[src/rtl/ecam_pkg.sv]
package ecam_pkg;

    typedef enum logic [1:0] {
        LEN_256 = 2'b00,
        LEN_128 = 2'b01,
        LEN_64  = 2'b10,
        LEN_RSV = 2'b11
    } len_code_e;

    typedef enum logic [1:0] {
        ST_BOOT  = 2'd0,
        ST_IDLE  = 2'd1,
        ST_APPLY = 2'd2
    } upd_state_e;

    typedef struct packed {
        logic [7:0]  bus;
        logic [4:0]  dev;
        logic [2:0]  fn;
        logic [11:0] regoff;
    } cfg_fields_t;

    // Number of low address bits that fall inside the window for a size code.
    function automatic int unsigned len_shift(len_code_e c);
        case (c)
            LEN_128: return 27;
            LEN_64:  return 26;
            default: return 28;
        endcase
    endfunction

endpackage

[src/rtl/ecam_ctrl_reg.sv]
module ecam_ctrl_reg #(
    parameter int          ADDR_W       = 36,
    parameter int          CFG_AW       = 10,
    parameter int          CTRL_DW      = 24,
    parameter logic [63:0] DEFAULT_BASE = 64'h0000_0000_B000_0000
) (
    input  logic              clk,
    input  logic              rst_n,
    input  logic              wr_en,
    input  logic [CFG_AW-1:0] addr,
    input  logic [3:0]        be,
    input  logic [31:0]       wdata,
    output logic [31:0]       rdata,
    output logic [ADDR_W-1:0] ctrl_o,
    output logic              wr_hit_o
);

    localparam int          NBYTES    = 8;
    localparam int          LOW_BASE  = 26;
    localparam logic [63:0] ADDR_SPAN = (64'd1 << ADDR_W) - 64'd1;
    localparam logic [63:0] IMPL_MASK = (ADDR_SPAN & ~((64'd1 << LOW_BASE) - 64'd1)) | 64'd7;
    localparam logic [63:0] RESET_VAL = DEFAULT_BASE & IMPL_MASK;
    localparam logic [CFG_AW-1:0] DW_LO = CFG_AW'(CTRL_DW);
    localparam logic [CFG_AW-1:0] DW_HI = CFG_AW'(CTRL_DW + 1);

    logic [63:0] q_full;

    for (genvar b = 0; b < NBYTES; b++) begin : g_byte
        localparam int          LANE = b % 4;
        localparam logic [CFG_AW-1:0] DWI = CFG_AW'(CTRL_DW + b / 4);
        localparam logic [7:0]  KEEP = IMPL_MASK[b*8 +: 8];
        localparam logic [7:0]  RSTB = RESET_VAL[b*8 +: 8];

        logic       sel;
        logic [7:0] q_b;

        assign sel = wr_en && (addr == DWI) && be[LANE];

        always_ff @(posedge clk or negedge rst_n) begin
            if (!rst_n) begin
                q_b <= RSTB;
            end else if (sel) begin
                q_b <= wdata[LANE*8 +: 8] & KEEP;
            end
        end

        assign q_full[b*8 +: 8] = q_b;
    end

    always_comb begin
        if (addr == DW_LO) begin
            rdata = q_full[31:0];
        end else if (addr == DW_HI) begin
            rdata = q_full[63:32];
        end else begin
            rdata = 32'd0;
        end
    end

    assign ctrl_o   = q_full[ADDR_W-1:0];
    assign wr_hit_o = wr_en && (|be) && ((addr == DW_LO) || (addr == DW_HI));

    // the unimplemented low field never reads back as set
    p_readback_zero_r8: assert property (@(posedge clk) disable iff (!rst_n)
        (addr == DW_LO) |-> (rdata[25:3] == 23'd0));

endmodule

[src/rtl/ecam_update_fsm.sv]
module ecam_update_fsm
    import ecam_pkg::*;
#(
    parameter int          ADDR_W       = 36,
    parameter logic [63:0] DEFAULT_BASE = 64'h0000_0000_B000_0000
) (
    input  logic              clk,
    input  logic              rst_n,
    input  logic              wr_hit_i,
    input  logic [ADDR_W-1:0] ctrl_i,
    output logic              active_o,
    output logic [ADDR_W-1:0] base_o,
    output logic [ADDR_W-1:0] offmask_o,
    output logic              len_err_o,
    output logic [ADDR_W:0]   hole_lo_o
);

    localparam logic [ADDR_W-1:0] ONES      = {ADDR_W{1'b1}};
    localparam logic [ADDR_W-1:0] RST_MASK  = ~(ONES << 28);
    localparam logic [ADDR_W-1:0] RST_BASE  = DEFAULT_BASE[ADDR_W-1:0] & ~RST_MASK;
    localparam logic [ADDR_W:0]   DEF_HOLE  = DEFAULT_BASE[ADDR_W:0];

    upd_state_e        state_q, state_d;
    len_code_e         len;
    logic              act_n, rsv_n;
    logic [ADDR_W-1:0] mask_n, base_n;
    logic [ADDR_W:0]   hole_n;

    // Combinational view of what the register currently selects
    always_comb begin
        len    = len_code_e'(ctrl_i[2:1]);
        rsv_n  = (len == LEN_RSV);
        act_n  = ctrl_i[0] && !rsv_n;
        mask_n = ~(ONES << len_shift(len));
        base_n = ctrl_i & ~mask_n;
        hole_n = act_n ? ({1'b0, base_n} + {1'b0, mask_n} + {{ADDR_W{1'b0}}, 1'b1})
                       : DEF_HOLE;
    end

    // Next-state logic
    always_comb begin
        state_d = state_q;
        unique case (state_q)
            ST_BOOT:  state_d = wr_hit_i ? ST_APPLY : ST_IDLE;
            ST_IDLE:  state_d = wr_hit_i ? ST_APPLY : ST_IDLE;
            ST_APPLY: state_d = wr_hit_i ? ST_APPLY : ST_IDLE;
            default:  state_d = ST_BOOT;
        endcase
    end

    // State register
    always_ff @(posedge clk or negedge rst_n) begin
        if (!rst_n) begin
            state_q <= ST_BOOT;
        end else begin
            state_q <= state_d;
        end
    end

    // Output registers: reload in BOOT and APPLY, hold in IDLE
    always_ff @(posedge clk or negedge rst_n) begin
        if (!rst_n) begin
            active_o  <= 1'b0;
            base_o    <= RST_BASE;
            offmask_o <= RST_MASK;
            len_err_o <= 1'b0;
            hole_lo_o <= DEF_HOLE;
        end else begin
            unique case (state_q)
                ST_BOOT, ST_APPLY: begin
                    active_o  <= act_n;
                    base_o    <= base_n;
                    offmask_o <= mask_n;
                    len_err_o <= rsv_n;
                    hole_lo_o <= hole_n;
                end
                ST_IDLE: begin
                end
                default: begin
                end
            endcase
        end
    end

    // an overlapping write always schedules a recompute
    p_apply_after_write_r9: assert property (@(posedge clk) disable iff (!rst_n)
        wr_hit_i |=> (state_q == ST_APPLY));

    // while idle the derived settings do not move
    p_idle_holds_r9: assert property (@(posedge clk) disable iff (!rst_n)
        (state_q == ST_IDLE) |=> ($stable(hole_lo_o) && $stable(active_o) && $stable(base_o)));

endmodule

[src/rtl/ecam_addr_decode.sv]
module ecam_addr_decode
    import ecam_pkg::*;
#(
    parameter int ADDR_W = 36
) (
    input  logic              clk,
    input  logic              rst_n,
    input  logic [ADDR_W-1:0] addr_i,
    input  logic              active_i,
    input  logic [ADDR_W-1:0] base_i,
    input  logic [ADDR_W-1:0] offmask_i,
    output logic              hit_o,
    output cfg_fields_t       fields_o
);

    localparam int OFF_W = 28;

    logic [OFF_W-1:0] off;

    always_comb begin
        hit_o    = active_i && ((addr_i & ~offmask_i) == base_i);
        off      = addr_i[OFF_W-1:0] & offmask_i[OFF_W-1:0];
        fields_o = '0;
        if (hit_o) begin
            fields_o.bus    = off[27:20];
            fields_o.dev    = off[19:15];
            fields_o.fn     = off[14:12];
            fields_o.regoff = off[11:0];
        end
    end

    // a hit lies inside [base, base + size)
    p_hit_in_window_r2: assert property (@(posedge clk) disable iff (!rst_n)
        hit_o |-> ((addr_i >= base_i) && ((addr_i - base_i) <= offmask_i)));

endmodule

[src/rtl/ecam_window_decoder.sv]
module ecam_window_decoder
    import ecam_pkg::*;
#(
    parameter int          ADDR_W       = 36,
    parameter int          CFG_AW       = 10,
    parameter int          CTRL_DW      = 24,
    parameter logic [63:0] DEFAULT_BASE = 64'h0000_0000_B000_0000,
    parameter logic [31:0] HOLE_TOP     = 32'hFEC0_0000
) (
    input  logic              clk,
    input  logic              rst_n,
    input  logic              cfg_wr_en,
    input  logic [CFG_AW-1:0] cfg_addr,
    input  logic [3:0]        cfg_be,
    input  logic [31:0]       cfg_wdata,
    output logic [31:0]       cfg_rdata,
    input  logic [ADDR_W-1:0] mem_addr,
    output logic              win_hit,
    output logic [7:0]        win_bus,
    output logic [4:0]        win_dev,
    output logic [2:0]        win_fn,
    output logic [11:0]       win_reg,
    output logic              len_err,
    output logic [ADDR_W:0]   hole_lo,
    output logic [ADDR_W:0]   hole_hi
);

    localparam logic [ADDR_W:0] HOLE_LAST = (ADDR_W+1)'(HOLE_TOP - 32'd1);

    logic [ADDR_W-1:0] ctrl_q;
    logic              wr_hit;
    logic              active;
    logic [ADDR_W-1:0] base, offmask;
    cfg_fields_t       fields;

    ecam_ctrl_reg #(
        .ADDR_W      (ADDR_W),
        .CFG_AW      (CFG_AW),
        .CTRL_DW     (CTRL_DW),
        .DEFAULT_BASE(DEFAULT_BASE)
    ) u_reg (
        .clk     (clk),
        .rst_n   (rst_n),
        .wr_en   (cfg_wr_en),
        .addr    (cfg_addr),
        .be      (cfg_be),
        .wdata   (cfg_wdata),
        .rdata   (cfg_rdata),
        .ctrl_o  (ctrl_q),
        .wr_hit_o(wr_hit)
    );

    ecam_update_fsm #(
        .ADDR_W      (ADDR_W),
        .DEFAULT_BASE(DEFAULT_BASE)
    ) u_fsm (
        .clk      (clk),
        .rst_n    (rst_n),
        .wr_hit_i (wr_hit),
        .ctrl_i   (ctrl_q),
        .active_o (active),
        .base_o   (base),
        .offmask_o(offmask),
        .len_err_o(len_err),
        .hole_lo_o(hole_lo)
    );

    ecam_addr_decode #(
        .ADDR_W(ADDR_W)
    ) u_dec (
        .clk      (clk),
        .rst_n    (rst_n),
        .addr_i   (mem_addr),
        .active_i (active),
        .base_i   (base),
        .offmask_i(offmask),
        .hit_o    (win_hit),
        .fields_o (fields)
    );

    assign win_bus = fields.bus;
    assign win_dev = fields.dev;
    assign win_fn  = fields.fn;
    assign win_reg = fields.regoff;
    assign hole_hi = HOLE_LAST;

    // with the stored enable clear and no write in flight, nothing hits
    p_no_hit_disabled_r1: assert property (@(posedge clk) disable iff (!rst_n)
        (!$past(wr_hit) && !ctrl_q[0]) |-> !win_hit);

    // a reserved size code never yields a hit
    p_reserved_no_hit_r3: assert property (@(posedge clk) disable iff (!rst_n)
        len_err |-> !win_hit);

    // a live window puts the hole start above its base
    p_hole_above_base_r5: assert property (@(posedge clk) disable iff (!rst_n)
        active |-> (hole_lo > {1'b0, base}));

endmodule

[config.mk]
export PLATFORM = sky130hd
export DESIGN_NAME = ecam_window_decoder
export DESIGN_NICKNAME = d
export VERILOG_FILES = /design/src/rtl/ecam_pkg.sv /design/src/rtl/ecam_ctrl_reg.sv /design/src/rtl/ecam_update_fsm.sv /design/src/rtl/ecam_addr_decode.sv /design/src/rtl/ecam_window_decoder.sv
export SDC_FILE = /design/constraint.sdc
export NUM_CORES = 1
export LEC_CHECK = 0
export BUFFER_PORTS_ARGS = -buffer_cell sky130_fd_sc_hd__buf_2
export CAP_MARGIN = 10
export CORE_MARGIN = 3
export CORE_UTILIZATION = 41
export DETAILED_ROUTE_END_ITERATION = 10
export GPL_ROUTABILITY_DRIVEN = 0
export PLACE_DENSITY = 0.8
export REMOVE_ABC_BUFFERS = 1
export SKIP_LAST_GASP = 1
export SLEW_MARGIN = 20
export SYNTH_ARGS = -nofsm -noshare
export SYNTH_HDL_FRONTEND = slang
export SYNTH_SLANG_ARGS = --single-unit
[constraint.sdc]
create_clock -name clk -period 3.1 [get_ports clk]
set_clock_uncertainty 0.2 [all_clocks]
set_input_delay 0.62 -clock clk [delete_from_list [all_inputs] [get_ports clk]]
set_output_delay 0.62 -clock clk [all_outputs]
set_load 0.03 [all_outputs]
### After elaboration in Yosys (flattened, before gate mapping)

Cells that the tools add are included.

| word-level totals | value |
|---|---|
| bits in registers | 126 |
| input bits | 85 |
| output and inout port bits | 136 |
| word-level logic and storage cells | 48 |

| cells by class | value |
|---|---|
| add/sub/neg operators | 2 |
| eq/ne operators | 8 |
| shift-type cells | 1 |
| multiplexer cells | 7 |
| bitwise operators | 6 |
| reduce and logical (&&, ||, !) cells | 15 |

Operator list:

| cell | count |
|---|---|
| $not 36->36 | 3 |
| $and 36x36->36 | 2 |
| $add 36x36->37 | 1 |
| $add 37x1->37 const B | 1 |
| $mux 37 | 1 |
| $eq 36x36->1 | 1 |
| $shl 36x5->36 const A | 1 |
| $mux 32 | 1 |
| $and 28x28->28 | 1 |
| $mux 28 | 1 |
| $eq 10x5->1 const B | 2 |
| $logic_and 1x1->1 | 9 |
| $eq 2x2->1 const B | 3 |
| $pmux 3 s2 | 1 |
| $eq 2x1->1 const B | 2 |
| $mux 2 | 2 |
| $mux 4 | 1 |
| $reduce_or 4->1 | 1 |
| $reduce_or 3->1 | 1 |
| $logic_not 2->1 | 1 |
| $reduce_or 2->1 | 1 |
| $logic_not 1->1 | 1 |
| $logic_or 1x1->1 | 1 |

### Depth between registers and ports, before layout

| logic depth | value |
|---|---|
| depth in word-level cells | 9 |
| depth in mapped cells | 9 |

### Modules after synthesis

Synthesis repeated with hierarchy kept, for this count alone.

| second synthesis, totals | value |
|---|---|
| cell total of the unflattened synthesis | 499 |
| area, all modules | 4388.0 µm² |

Modules (own cells, without submodules):

| module | times used | cells an instance | area an instance (µm²) |
|---|---|---|---|
| ecam_update_fsm | 1 | 208 | 1990.7 |
| ecam_addr_decode | 1 | 153 | 1067.3 |
| ecam_ctrl_reg | 1 | 99 | 1044.8 |
| ecam_window_decoder | 1 | 39 | 285.3 |

### Worst setup path after synthesis

No wires, ideal clock.

| timing path | value |
|---|---|
| path kind | input -> output |
| start point | in cfg_addr[5] |
| end point | out cfg_rdata[27] |
| arrival | 2.325 ns |
| required time | 2.280 ns |
| slack | -0.045 ns |
| stages | 4 |
| path through | or4b_4 or3_1 buf_6 nor3_1 |

| on the way | value |
|---|---|
| word-level cells in the longest chain between the ends | 2 |

RTL lines:

| item | line | source |
|---|---|---|
| start: declaration | ecam_window_decoder.sv:13 | `input logic [CFG_AW-1:0] cfg_addr,` |
| $eq 10x5->1 | n/a |  |
| $mux 32 | ecam_ctrl_reg.sv:51 | `if (addr == DW_LO) begin` |
| end: declaration | ecam_window_decoder.sv:16 | `output logic [31:0] cfg_rdata,` |

No other way between the ends.

### Worst setup path after layout

| timing path | value |
|---|---|
| start point | reg u_fsm.base_o[31] |
| end point | out win_bus[1] |

| on the way | value |
|---|---|
| word-level cells in the longest chain between the ends | 3 |

RTL lines:

| item | line | source |
|---|---|---|
| start: declaration | ecam_update_fsm.sv:12 | `output logic [ADDR_W-1:0] base_o,` |
| start signal: assignment | ecam_update_fsm.sv:72 | `base_o <= base_n;` |
| $eq 36x36->1 | ecam_addr_decode.sv:21 | `hit_o = active_i && ((addr_i & ~offmask_i) == base_i);` |
| $logic_and 1x1->1 | ecam_addr_decode.sv:21 |  |
| $mux 28 | ecam_addr_decode.sv:24 | `if (hit_o) begin` |
| end: declaration | ecam_window_decoder.sv:19 | `output logic [7:0] win_bus,` |

No other way between the ends.

==> results.yml <==
critical_path:
  rrSetupSlack_ns: 0.65
  crit_arrival_ns: 2.13
  cp-end-kind: "output port"
  critPathLaunchType: "register"
  path_max_fanout: 15
  cp.required_ns: 2.28
  crit_type: "reg2out"
layout:
  drive_gt1_frac: 0.361
  diodes: 0
  syn_to_final_growth_pct: 14.7
  fin_nets: 551
  fillers: 693
  fin_util: 0.490
  fin_cells: 561
sta:
  rsz0062_at_grt: "no"
  hold_violations: 0
  period_needed_ns: 2.95
  timing.final.crit_share: 0.952
  timing.final.max_slew_violations: 0
  finalSetupViolCount: 0
  tns_ns: 0
  worstMarginPinSlew_ns: 0.938
  max_freq_ghz: 0.339
  fin_ws_ns: 0.148
  max_slew_margin: 0.375
synth:
  syn_inst: 349
  synthFlopType: "dfrtp_1"
  synth_edf_count: 0
  ys_types: 46
  ys_seq_area_frac: 0.348
  yosysTopAreaCellShare: 0.256
  netlist_area_mm2: 0.00313
  ys_ff_latch: 43
  async_flop_share: 1.00
  synth_top_area_cell: "dfrtp_1"
  synth_warnings: 0
  syn_area_per_cell_um2: 8.97
  yosys-top-cells-count: "buf_4 (84), inv_1 (33), dfrtp_1 (32), nor3_1 (32), nand2_1 (22)"
  synth_most_common_cell: "buf_4"
  synth_area_leaders: "dfrtp_1 (26%), buf_4 (20%), dfstp_2 (9.2%)"
detailed_routing:
  first_iter_violations: 51
  routed.top_layer: "met4"
  vias: 2491
  met3_length_um: 646
  drc: 0
  wl_per_cell_um: 12.4
  vias_per_cell: 4.44
  dr.pass1.iters: 4
  drt-met1-wl_um: 2470
  ant_nets: 0
  drt_wl_total_um: 6960
  met2WireLength_um: 3780
placement:
  dp_slack_ns: 0.176
  hpwl_um: 5580
  place_inst: 553
  port_buffers: 115
clocking:
  cts_made_buffers: 5
  clock_path_buffers: 2
  cts_sinks: 43
  ctsHtreeMaxLevel: 2
  post-cts-setup-buffer-count: 0
  root_buffer: "clkbuf_8"
  cts_resized: 0
  cts_hold_buf: 0
  cts.reportedPaths.clkPinSlew_ns: 0.08
  cts_tree: "done"
  clock_latency_ns: 0.29
pwr:
  clkPwrFrac: 0.310
  peakVddDrop_mv: 0.238
  p_comb_frac: 0.202
  p_sw_mw: 0.382
  p_seq_frac: 0.488
  p_int_mw: 0.801
  powerDensity_mw_per_mm2: 329
  netSwitchingFraction: 0.323
  p_leak_nw: 2.01
  fin_total_pwr_mw: 1.18
die:
  fp.dieW_um: 93.4
  ios: 221
  die-area_mm2: 0.00872
  row_count: 31
  core_mm2: 0.00733
  initial_core_util: 0.427
  die_h_um: 93.4
grt:
  grt_overflow: 0
  antenna_found_initial: 0
  grt_first_pass_wirelength_um: 10700
  grt_max_degree: 44
  track_usage: 0.153
  grt_pass1_vias: 2328
outcome:
  outcome: "complete, no violations"
hold_path:
  hold_class: "reg2reg"
flow_run:
  cap_violations: 0
## critical path, cell delays in order (launching register included)
cell and delay, ns:
dfstp_2 0.55, xnor2_1 0.11, nand4_1 0.11, or3_1 0.47, buf_4 0.22, nor3_1 0.15, buf_2 0.23
## final timing paths
check                                      endpoint              startpoint  cells past startpoint
worst max-delay path                     win_bus[1]        u_fsm.base_o[31]                      6
worst min-delay path               u_fsm.state_q[1]        u_fsm.state_q[1]                      1
worst max register to register  u_fsm.hole_lo_o[35]  u_reg.g_byte[0].q_b[1]                      8
worst min register to register     u_fsm.state_q[1]        u_fsm.state_q[1]                      1
min in group asynchronous       u_fsm.hole_lo_o[35]                   rst_n                      1
max in group asynchronous          u_fsm.base_o[32]                   rst_n                      1
## registers in the layout, summed over array words and instances, names as in the netlist
| signal | flops |
|---|---|
| u_fsm.state_q | 2 |
| u_fsm.active_o | 1 |
| u_fsm.len_err_o | 1 |
| u_fsm.base_o | 10 |
| u_reg.g_byte.q_b | 13 |
| u_fsm.offmask_o | 4 |
| u_fsm.hole_lo_o | 12 |
## area by class of cell
cell class,count,area [µm²],share of cell area
clock inverters,1,5.00,0.00139
multi-input cells,256,1540,0.428
well taps,99,124,0.0345
clock buffers,7,86.3,0.0240
repair buffers,122,628,0.175
inverters,33,124,0.0345
flip-flops and latches,43,1090,0.303
## power by group through the flow
| stage | combinational [mW] | sequential, mW | clock [mW] |
|---|---|---|---|
| after floorplan | 0.166 | 0.594 | 0 |
| after global placement | 0.232 | 0.588 | 0 |
| after detailed placement | 0.235 | 0.589 | 0 |
| after CTS | 0.236 | 0.578 | 0.377 |
| after global routing | 0.258 | 0.579 | 0.402 |
| final | 0.239 | 0.578 | 0.367 |
## kinds of logic after synthesis
kind of cell,after synthesis,share of synthesized area
flops,43,0.348
xor+xnor,15,0.0419
simple gates,99,0.177
compound gates,27,0.0579
fa+ha+maj,5,0.0200
other cells,2,0.00240
mux,26,0.0915
buf+inv,132,0.261
## through the flow
stage	hold WS (ns)	area [µm²]
global placement	0.233	3500
finish	0.255	3590
floorplan	0.124	2750
detailed placement	0.239	3500
global route	0.305	3590
CTS	0.252	3590
## layer usage
layer,vias to the layer above,GRT usage
met4,0,0.0464
li1,1193,-
met2,136,0.297
met1,1157,0.163
met3,5,0.0338
met5,-,0
## cell usage in the layout (no fill, tap or decap), types with 2 or more instances in the layout
cell and count:
conb_1 84, a21o_1 2, mux2i_1 5, o21ai_0 7, clkbuf_8 6, nand3_1 4, inv_1 33, nor3_1 31
ha_1 5, dfstp_2 11, nor4b_1 3, xor2_1 5, nand2b_1 2, nor3b_1 2, xnor2_1 10, buf_4 7
dfrtp_1 32, nand4_1 2, or3_1 3, nor2_1 7, mux2_2 21, and2_1 6, nor2b_1 6, a22o_1 4
a21oi_1 6, buf_2 115, nand2_1 22
Power figures use the tool's default switching activity.
